File: src/rtl/flt_pkg.sv
// Shared constants and types for the fault capture block.
// Assumes a word-offset register port and two interrupt sources.
package flt_pkg;
    localparam int MST_W       = 8;
    localparam int PRIV_W      = 4;
    localparam int KIND_W      = 6;
    localparam int DATA_W      = 32;

    // Status word field positions (decoded by software)
    localparam int ST_MST_LSB  = 16;
    localparam int ST_PRIV_LSB = 9;
    localparam int ST_NS_BIT   = 7;

    // Interrupt source indices
    localparam int NUM_SRC     = 2;
    localparam int IDX_PROT    = 0;
    localparam int IDX_ADDR    = 1;

    // Register word offsets
    localparam int OFF_RAW     = 0;
    localparam int OFF_ENSTAT  = 1;
    localparam int OFF_ENSET   = 2;
    localparam int OFF_ENCLR   = 3;
    localparam int OFF_FADDR   = 4;
    localparam int OFF_FSTAT   = 5;
    localparam int OFF_FCLR    = 6;
    localparam int NUM_REGS    = 7;

    // Fault kind codes
    localparam logic [KIND_W-1:0] KIND_NONE   = 6'b000000;
    localparam logic [KIND_W-1:0] KIND_SUP_RD = 6'b100000;
    localparam logic [KIND_W-1:0] KIND_SUP_WR = 6'b010000;
    localparam logic [KIND_W-1:0] KIND_SUP_EX = 6'b001000;
    localparam logic [KIND_W-1:0] KIND_USR_RD = 6'b000100;
    localparam logic [KIND_W-1:0] KIND_USR_WR = 6'b000010;
    localparam logic [KIND_W-1:0] KIND_USR_EX = 6'b000001;
    localparam logic [KIND_W-1:0] KIND_FILL   = 6'b111111;
    localparam logic [KIND_W-1:0] KIND_WBACK  = 6'b010010;

    typedef struct packed {
        logic [MST_W-1:0]  mst;
        logic [PRIV_W-1:0] priv;
        logic              ns;
        logic [KIND_W-1:0] kind;
    } flt_rec_t;
endpackage

File: src/rtl/flt_record.sv
// Single-entry fault record. Captures the first non-debug event with a
// non-zero kind while the record is free (kind == 0). A clear request
// empties only the kind field, and it takes effect before a same-cycle capture.
// Assumes at most one event per cycle.
module flt_record
    import flt_pkg::*;
#(
    parameter int ADDR_W = 32
) (
    input  logic              clk,
    input  logic              rst_n,
    input  logic              ev_valid,
    input  logic              ev_debug,
    input  logic [ADDR_W-1:0] ev_addr,
    input  logic [MST_W-1:0]  ev_mst,
    input  logic [PRIV_W-1:0] ev_priv,
    input  logic              ev_ns,
    input  logic [KIND_W-1:0] ev_kind,
    input  logic              clr,
    output flt_rec_t          rec,
    output logic [ADDR_W-1:0] rec_addr,
    output logic              take
);
    logic busy;

    // Record is held while its kind field is non-zero
    assign busy = (rec.kind != KIND_NONE);

    // Capture decision: clear frees the record within the same cycle
    assign take = ev_valid && !ev_debug && (ev_kind != KIND_NONE) && (!busy || clr);

    // Record storage
    always_ff @(posedge clk) begin
        if (!rst_n) begin
            rec      <= '0;
            rec_addr <= '0;
        end else if (take) begin
            rec.mst  <= ev_mst;
            rec.priv <= ev_priv;
            rec.ns   <= ev_ns;
            rec.kind <= ev_kind;
            rec_addr <= ev_addr;
        end else if (clr) begin
            rec.kind <= KIND_NONE;
        end
    end


    rec_hold_chk: assert property (@(posedge clk) disable iff (!rst_n)
        busy && !clr |=> $stable(rec) && $stable(rec_addr));


    dbg_ignore_chk: assert property (@(posedge clk) disable iff (!rst_n)
        !busy && ev_valid && ev_debug |=> rec.kind == KIND_NONE);


    capture_kind_chk: assert property (@(posedge clk) disable iff (!rst_n)
        take |=> rec.kind == $past(ev_kind) && rec_addr == $past(ev_addr));
endmodule

File: src/rtl/flt_irq_ctrl.sv
// Raw status and enable bits for each interrupt source. Hardware events and
// software set writes raise a raw bit, and a hardware event wins over a
// same-cycle software clear. Enables use separate set and clear strobes.
// Assumes set and clear strobes of one kind never arrive together.
module flt_irq_ctrl #(
    parameter int N = 2
) (
    input  logic         clk,
    input  logic         rst_n,
    input  logic [N-1:0] hw_set,
    input  logic [N-1:0] sw_set,
    input  logic [N-1:0] sw_clr,
    input  logic [N-1:0] en_set,
    input  logic [N-1:0] en_clr,
    output logic [N-1:0] raw,
    output logic [N-1:0] en,
    output logic         irq
);
    generate
        for (genvar i = 0; i < N; i++) begin : g_src
            logic raw_q;
            logic en_q;

            // Raw status: set sources override a clear
            always_ff @(posedge clk) begin
                if (!rst_n) raw_q <= 1'b0;
                else        raw_q <= hw_set[i] || sw_set[i] || (raw_q && !sw_clr[i]);
            end

            // Enable bit: set-only and clear-only strobes
            always_ff @(posedge clk) begin
                if (!rst_n)         en_q <= 1'b0;
                else if (en_set[i]) en_q <= 1'b1;
                else if (en_clr[i]) en_q <= 1'b0;
            end

            assign raw[i] = raw_q;
            assign en[i]  = en_q;


            raw_set_chk: assert property (@(posedge clk) disable iff (!rst_n)
                sw_set[i] |=> raw[i]);


            raw_clr_chk: assert property (@(posedge clk) disable iff (!rst_n)
                sw_clr[i] && !hw_set[i] && !sw_set[i] |=> !raw[i]);


            set_wins_chk: assert property (@(posedge clk) disable iff (!rst_n)
                sw_clr[i] && hw_set[i] |=> raw[i]);
        end
    endgenerate

    // Combined interrupt from enabled status
    assign irq = |(raw & en);


    irq_hold_chk: assert property (@(posedge clk) disable iff (!rst_n)
        irq && (sw_clr == '0) && (en_clr == '0) |=> irq);
endmodule

File: src/rtl/flt_regdec.sv
// Register offset decode and read mux. Turns word-offset accesses into
// set and clear strobes, flags non-debug accesses to unmapped offsets,
// and returns read data in the same cycle.
// Assumes OFF_W is wide enough to hold every mapped offset.
module flt_regdec
    import flt_pkg::*;
#(
    parameter int OFF_W  = 4,
    parameter int ADDR_W = 32
) (
    input  logic               reg_en,
    input  logic               reg_we,
    input  logic               reg_debug,
    input  logic [OFF_W-1:0]   reg_off,
    input  logic [NUM_SRC-1:0] reg_wbits,
    input  logic [NUM_SRC-1:0] raw,
    input  logic [NUM_SRC-1:0] en,
    input  logic [ADDR_W-1:0]  faddr,
    input  logic [DATA_W-1:0]  fstat,
    output logic [NUM_SRC-1:0] sw_set,
    output logic [NUM_SRC-1:0] sw_clr,
    output logic [NUM_SRC-1:0] en_set,
    output logic [NUM_SRC-1:0] en_clr,
    output logic               flt_clr,
    output logic               addr_err,
    output logic [DATA_W-1:0]  rdata
);
    localparam logic [OFF_W-1:0] LAST_OFF = OFF_W'(NUM_REGS - 1);

    logic [NUM_REGS-1:0] sel;
    logic                wr;
    logic                rd;

    // One select line per mapped offset
    generate
        for (genvar i = 0; i < NUM_REGS; i++) begin : g_sel
            assign sel[i] = reg_en && (reg_off == OFF_W'(i));
        end
    endgenerate

    assign wr = reg_en && reg_we;
    assign rd = reg_en && !reg_we;

    // Write strobes
    assign sw_set   = (sel[OFF_RAW]    && reg_we) ? reg_wbits : '0;
    assign sw_clr   = (sel[OFF_ENSTAT] && reg_we) ? reg_wbits : '0;
    assign en_set   = (sel[OFF_ENSET]  && reg_we) ? reg_wbits : '0;
    assign en_clr   = (sel[OFF_ENCLR]  && reg_we) ? reg_wbits : '0;
    assign flt_clr  = sel[OFF_FCLR] && wr && reg_wbits[0];

    // Unmapped offset from a non-debug master
    assign addr_err = reg_en && !reg_debug && (reg_off > LAST_OFF);

    // Read mux
    always_comb begin
        rdata = '0;
        if (rd) begin
            if (sel[OFF_RAW])    rdata[NUM_SRC-1:0] = raw;
            if (sel[OFF_ENSTAT]) rdata[NUM_SRC-1:0] = raw & en;
            if (sel[OFF_ENSET])  rdata[NUM_SRC-1:0] = en;
            if (sel[OFF_ENCLR])  rdata[NUM_SRC-1:0] = en;
            if (sel[OFF_FADDR])  rdata[ADDR_W-1:0]  = faddr;
            if (sel[OFF_FSTAT])  rdata              = fstat;
        end
    end
endmodule

File: src/rtl/mpu_fault_irq.sv
// Top of the first-fault capture and interrupt logic. Joins the record,
// the interrupt status bits and the register decode, and packs the
// fault status word.
// Assumes ADDR_W <= 32 and a single register access per cycle.
module mpu_fault_irq
    import flt_pkg::*;
#(
    parameter int ADDR_W = 32,
    parameter int OFF_W  = 4
) (
    input  logic              clk,
    input  logic              rst_n,
    input  logic              flt_valid,
    input  logic              flt_debug,
    input  logic [ADDR_W-1:0] flt_addr,
    input  logic [7:0]        flt_mst,
    input  logic [3:0]        flt_priv,
    input  logic              flt_ns,
    input  logic [5:0]        flt_kind,
    input  logic              reg_en,
    input  logic              reg_we,
    input  logic              reg_debug,
    input  logic [OFF_W-1:0]  reg_off,
    input  logic [1:0]        reg_wbits,
    output logic [31:0]       reg_rdata,
    output logic              irq
);
    flt_rec_t            rec;
    logic [ADDR_W-1:0]   rec_addr;
    logic                take;
    logic                flt_clr;
    logic                addr_err;
    logic [NUM_SRC-1:0]  hw_set, sw_set, sw_clr, en_set, en_clr, raw, en;
    logic [DATA_W-1:0]   fstat;

    flt_record #(.ADDR_W(ADDR_W)) u_rec (
        .clk(clk), .rst_n(rst_n),
        .ev_valid(flt_valid), .ev_debug(flt_debug), .ev_addr(flt_addr),
        .ev_mst(flt_mst), .ev_priv(flt_priv), .ev_ns(flt_ns), .ev_kind(flt_kind),
        .clr(flt_clr), .rec(rec), .rec_addr(rec_addr), .take(take)
    );

    // Hardware event vector per source
    always_comb begin
        hw_set           = '0;
        hw_set[IDX_PROT] = take;
        hw_set[IDX_ADDR] = addr_err;
    end

    flt_irq_ctrl #(.N(NUM_SRC)) u_irq (
        .clk(clk), .rst_n(rst_n),
        .hw_set(hw_set), .sw_set(sw_set), .sw_clr(sw_clr),
        .en_set(en_set), .en_clr(en_clr),
        .raw(raw), .en(en), .irq(irq)
    );

    // Status word packing
    always_comb begin
        fstat                            = '0;
        fstat[ST_MST_LSB +: MST_W]       = rec.mst;
        fstat[ST_PRIV_LSB +: PRIV_W]     = rec.priv;
        fstat[ST_NS_BIT]                 = rec.ns;
        fstat[KIND_W-1:0]                = rec.kind;
    end

    flt_regdec #(.OFF_W(OFF_W), .ADDR_W(ADDR_W)) u_dec (
        .reg_en(reg_en), .reg_we(reg_we), .reg_debug(reg_debug),
        .reg_off(reg_off), .reg_wbits(reg_wbits),
        .raw(raw), .en(en), .faddr(rec_addr), .fstat(fstat),
        .sw_set(sw_set), .sw_clr(sw_clr), .en_set(en_set), .en_clr(en_clr),
        .flt_clr(flt_clr), .addr_err(addr_err), .rdata(reg_rdata)
    );


    addr_err_raise_chk: assert property (@(posedge clk) disable iff (!rst_n)
        addr_err |=> raw[IDX_ADDR]);


    dbg_addr_keep_chk: assert property (@(posedge clk) disable iff (!rst_n)
        flt_valid && flt_debug |=> $stable(rec_addr));


    clr_then_take_chk: assert property (@(posedge clk) disable iff (!rst_n)
        flt_clr && flt_valid && !flt_debug && (flt_kind != KIND_NONE) |=> raw[IDX_PROT]);
endmodule

File: config.mk
export PLATFORM = sky130hd
export DESIGN_NAME = mpu_fault_irq
export DESIGN_NICKNAME = d
export VERILOG_FILES = /design/src/rtl/flt_pkg.sv /design/src/rtl/flt_record.sv /design/src/rtl/flt_irq_ctrl.sv /design/src/rtl/flt_regdec.sv /design/src/rtl/mpu_fault_irq.sv
export SDC_FILE = /design/constraint.sdc
export NUM_CORES = 1
export LEC_CHECK = 0
export BUFFER_PORTS_ARGS = -buffer_cell sky130_fd_sc_hd__buf_4
export CAP_MARGIN = 15
export CORE_UTILIZATION = 50
export CTS_CLUSTER_SIZE = 20
export DETAILED_ROUTE_END_ITERATION = 8
export HOLD_SLACK_MARGIN = 0.08
export PLACE_DENSITY = 0.82
export SLEW_MARGIN = 20
export SYNTH_ARGS = -nofsm -noshare
export SYNTH_HDL_FRONTEND = slang
export SYNTH_SLANG_ARGS = --single-unit
File: constraint.sdc
create_clock -name clk -period 3.5 [get_ports clk]
set_input_delay 0.525 -clock clk [delete_from_list [all_inputs] [get_ports clk]]
set_output_delay 0.525 -clock clk [all_outputs]
set_load 0.005 [all_outputs]
Yosys cells after proc, flatten, opt, wreduce, memory -nomap -nowiden

Cells that the tools add are included.

Flip-flop bits (word level): 55
Output and inout port bits: 33
Logic and storage cells: 74

Equality and inequality tests: 6
Order comparisons: 1
Multiplexer cells: 17
Reductions and logical operators: 40
Bitwise operators: 1

Operators by type and width:

| operator                                            | count |
|---|---|
| 2-to-1 mux 32 bit                                   | 3 |
| logical AND 1 bit                                   | 22 |
| 2-to-1 mux 2 bit                                    | 8 |
| equality test 4 x 3 -> 1 bit, second input constant | 3 |
| 2-to-1 mux 6 bit                                    | 2 |
| nonzero test 6 bit                                  | 2 |
| equality test 4 x 2 -> 1 bit, second input constant | 2 |
| zero test 1 bit                                     | 6 |
| nonzero test 2 bit                                  | 3 |
| logical OR 1 bit                                    | 5 |
| equality test 4 x 1 -> 1 bit, second input constant | 1 |
| > comparator 4 x 3 -> 1 bit, second input constant  | 1 |
| zero test 4 bit                                     | 1 |
| 2-to-1 mux 1 bit                                    | 4 |
| AND 2 bit                                           | 1 |
| OR reduction 2 bit                                  | 1 |

Depth between registers and ports, before layout

Depth after elaboration: 9
Gate-level depth with buffers: 8
Mapped depth without buffers: 4

By module

From an unflattened synthesis, not the netlist that was laid out.

Cell total of the unflattened synthesis: 382
Area total of the unflattened synthesis: 3103.0 µm²

Modules (own cells, without submodules):

| module        | cells an instance | area an instance (µm²) | times used | sequential area each (µm²) |
|---|---|---|---|---|
| flt_record    | 221               | 2059.5                 | 1          | 1021.0 |
| flt_regdec    | 143               | 862.1                  | 1          | 0.0 |
| flt_irq_ctrl  | 17                | 177.7                  | 1          | 80.1 |
| mpu_fault_irq | 1                 | 3.8                    | 1          | 0.0 |

Worst setup path after synthesis

No wires, ideal clock.

Kind: input-to-output
Start point: input port reg_off[1]
End point: output port reg_rdata[11]
Buffers on the path: 3
Slack: 1.257 ns
Arrival time: 1.718 ns
Stages on the path: 7
Required time: 2.975 ns
Cell sequence: buf_2 > and4bb_2 > and2_1 > buf_2 > buf_1 > a22oi_1 > nor2_1

Cells in the longest elaborated chain, start to end: 5
Elaborated cells on any way between the ends: 7

Ends and longest elaborated chain:

| what                         | line                | RTL |
|---|---|---|
| from (decl)                  | mpu_fault_irq.sv:23 | `input logic [OFF_W-1:0] reg_off,` |
| equality test 4 x 3 -> 1 bit | flt_regdec.sv:37    | `assign sel[i] = reg_en && (reg_off == OFF_W'(i));` |
| logical AND 1 bit            | flt_regdec.sv:37    |  |
| 2-to-1 mux 32 bit            | flt_regdec.sv:62    | `if (sel[OFF_FADDR]) rdata[ADDR_W-1:0] = faddr;` |
| 2-to-1 mux 32 bit *          | flt_regdec.sv:63    | `if (sel[OFF_FSTAT]) rdata = fstat;` |
| 2-to-1 mux 32 bit *          | flt_regdec.sv:57    | `if (rd) begin` |
| to (decl)                    | mpu_fault_irq.sv:25 | `output logic [31:0] reg_rdata,` |

Every way passes the cells marked *; elsewhere a longest branch is shown, timed or not.

Worst setup path after layout

Start point: input port reg_off[1]
End point: output port reg_rdata[0]

Cells in the longest elaborated chain, start to end: 9
Elaborated cells on any way between the ends: 19

Ends and longest elaborated chain:

| what                | line             | RTL |
|---|---|---|
| zero test 4 bit     | flt_regdec.sv:37 |  |
| logical AND 1 bit   | flt_regdec.sv:37 |  |
| 2-to-1 mux 2 bit    | flt_regdec.sv:58 | `if (sel[OFF_RAW]) rdata[NUM_SRC-1:0] = raw;` |
| 2-to-1 mux 2 bit    | flt_regdec.sv:59 | `if (sel[OFF_ENSTAT]) rdata[NUM_SRC-1:0] = raw & en;` |
| 2-to-1 mux 2 bit    | flt_regdec.sv:60 | `if (sel[OFF_ENSET]) rdata[NUM_SRC-1:0] = en;` |
| 2-to-1 mux 2 bit    | flt_regdec.sv:61 | `if (sel[OFF_ENCLR]) rdata[NUM_SRC-1:0] = en;` |
| 2-to-1 mux 32 bit   | flt_regdec.sv:62 |  |
| 2-to-1 mux 32 bit * | flt_regdec.sv:63 |  |
| 2-to-1 mux 32 bit * | flt_regdec.sv:57 |  |

Marks and branches as above.

==> results.md <==
* Post-CTS sizing at 0
* Area contributors post-synth: dfxtp_1 (41%), mux2i_1 (18%), nand2_1 (14%), a22oi_1 (4.8%), and2_1 (3.7%)
* Vias per std cell at 5.17
* Yosys reg bits at 55
* Status: finished, final reports clean
* CP Max Fanout at 19
* Post-Synth XOR/XNOR Area at 0
* Layout cell share with drive strength beyond 1 at 0.275
* Post-Syn Area at 2680 um^2
* Post-CTS Setup Bufs at 0
* Yosys warning count at 0
* Die ar. at 5660 um^2
* Leak at between 0.001 and 0.0015 uW
* Data arrival time of the critical path at 2040 ps
* WL final at 6190 um
* Synth async-reset ratio at 0
* Tcrit/Tclk final at 0.732
* Metal3 WL at 359 um
* Number of synthesized flops with an enable pin at 0
* Gr ovfl total at 0
* CP startpoint kind: primary input
* Drt pass-1 iters at 4
* Routed wl met2 at slightly below 3000 um
* Synth Area in Simple Gates at 0.254
* Maxcap violations at 0
* Worst slack, placed at approximately 940 ps
* Number of global-route vias before repair at approximately 2.2k
* Setup ws final at 939 ps
* First-pass GRT wire length at about 9400 um
* Total count of hold-check failures in the final report at 0
* Cts bufs inserted at 5
* Vias at 2432
* Die H at 75.3 um
* Cell accounting for the most synthesized area: dfxtp_1
* Starting DRT DRC Count at 90
* Crit Path Class: primary input to output port
* Die X at ~75 um
* Synth Instances at 320
* Final net count at between 400 and 500
* Cell Area, Placed at 3380 um^2
* Type of destination of the critical path: output port
* Initial core utilization at 0.522
* Compound-Gate Fraction of Synth Area at 0.106
* Non-Filler Instances at 470
* Core area at 5140 um^2
* Adder-cell share of the synthesized area at 0
* P per Cell Area at between 300 and 400 nW/um^2
* Yosys top cell area share at 0.410
* Clock skew at 11.0 ps
* Hold Buf Count CTS at 0
* CTS clk-pin slew, worst paths at 80 ps
* Main combinational cell family by area after synthesis: simple AND/OR/NAND/NOR gates
* ANT nets after route at 0
* GRT Util Overall at 0.216
* Synth Net Count at 384
* Clk buf depth at 2
* Port bufs at 96
* CTS tree: done
* # DRC at 0
* Mux cell area share after synthesis at 0.175
* Achievable frequency at 390 MHz
* Synth top cells by count: nand2_1 (97), dfxtp_1 (55), mux2i_1 (47)
* Layout fillers at 468
* Distinct cells, synth at 33
* Met1 WL at 2810 um
* Number of H-tree levels at 2
* Clk_lat worst skew at 300 ps
* Top layer in use: met4
* CTS root buf: clkbuf_8
* Post-DP HPWL at 4320 um
* DR WL/cell at approximately 13 um
* Max-slew violations at 0
* # rows at 26
* Pin count of the biggest net entering global routing at 53
* CTS Sinks at 55
* Worst hold path class: primary input to flop
* Setup TNS at 0 ps
* Mean post-synth cell area at approximately 8.4 um^2
* Initial antenna violation count at 0
* Most used flip-flop cell after synthesis: dfxtp_1
* Num ports at 97
* Slew margin rel. at 0.451
* Setup violators final at 0
* Routability Congestion at about 0.75
* Most common cell in the synthesized netlist: nand2_1
* Area grow syn2layout at 28.9%
* Worst vdd ir at 0.000193 V
* RSZ-0062 raised after global routing: false
* Layout Cell Area excl Fill at 3460 um^2
* Antenna cells at 0
* Sequential fraction of the synthesis area at 0.410
* Placed insts at approximately 460
* Min cycle time layout at about 2600 ps
* CP required at between 2000 and 3000 ps
* Worst Max-Slew Pin Slew at 824 ps
-- critical path, stage by stage --
cell and delay [ps]:
buf_4 140, and4bb_2 300, and2_1 610, nand2_1 130, a31oi_1 190, buf_4 140
-- final cells by class --
class | count | area, um^2 | share of cell area
Multi-Input combinational cell | 237 | 1440 | 0.415
Tap cell | 70 | 87.6 | 0.0253
Inverter | 2 | 7.51 | 0.00217
Timing Repair Buffer | 100 | 751 | 0.217
Sequential cell | 55 | 1100 | 0.318
Clock inverter | 1 | 7.51 | 0.00217
Clock buffer | 5 | 68.8 | 0.0199
-- kinds of logic (layout without fill, tap and decap cells) --
kind of cell	count (synthesis)	count (layout)
compound gates	36	36
buf+inv	28	108
flops	55	55
mux	47	47
simple gates	154	154
-- metal layers --
metal  vias up  GRT usage
li1       1242          -
met5         -          0
met2        71      0.382
met3         5     0.0415
met4         0     0.0617
met1      1114      0.266
-- state kept, by name (all words and copies together) (netlist names) --
signal	count
u_rec.rec	19
u_irq.g_src.raw_q	2
u_irq.g_src.en_q	2
u_rec.rec_addr	32
-- placed cells by master (no fill, tap or decap), types with 2 or more instances in the layout --
master | Yosys | final
buf_4 | 2 | 100
nand2_1 | 97 | 97
dfxtp_1 | 55 | 55
mux2i_1 | 47 | 47
nor2_1 | 25 | 25
a22oi_1 | 17 | 17
and2_1 | 16 | 16
clkbuf_8 | 0 | 5
a31oi_1 | 4 | 4
a32oi_1 | 4 | 4
and3_1 | 3 | 3
inv_1 | 2 | 2
nor2b_1 | 2 | 2
nor3b_1 | 2 | 2
o221ai_1 | 2 | 2
nor4_1 | 2 | 2
a31o_1 | 2 | 2
a21oi_1 | 2 | 2
-- through the flow --
stage | hold slack, ps | utilization | power, uW
floorplan | 430 | - | 832
global placement | 438 | 0.658 | 900
detailed placement | 445 | 0.658 | 906
CTS | 416 | 0.673 | 1220
global route | 415 | 0.673 | 1270
finish | 420 | 0.673 | 1210
-- path summary, 6_finish.rpt --
| check | startpoint | end | slack, ps | cells past startpoint |
|---|---|---|---|---|
| max reg2reg | u_rec.rec[5]$_SDFFE_PN0P_ | u_rec.rec[7]$_SDFFE_PN0N_ | 1520 | 4 |
| max | reg_off[1] | reg_rdata[0] | 940 | 6 |
| min | reg_debug | u_irq.g_src[1].raw_q$_SDFF_PN0_ | 420 | 2 |
| min reg2reg | u_rec.rec_addr[6]$_SDFFE_PN0N_ | u_rec.rec_addr[6]$_SDFFE_PN0N_ | 450 | 2 |
-- power by group --
group          internal [uW]  total [uW]  switching, uW
clock network            133         320            187
registers                666         689           22.9
logic                    106         202           95.2
No activity file was read; power rests on OpenSTA's default activity.
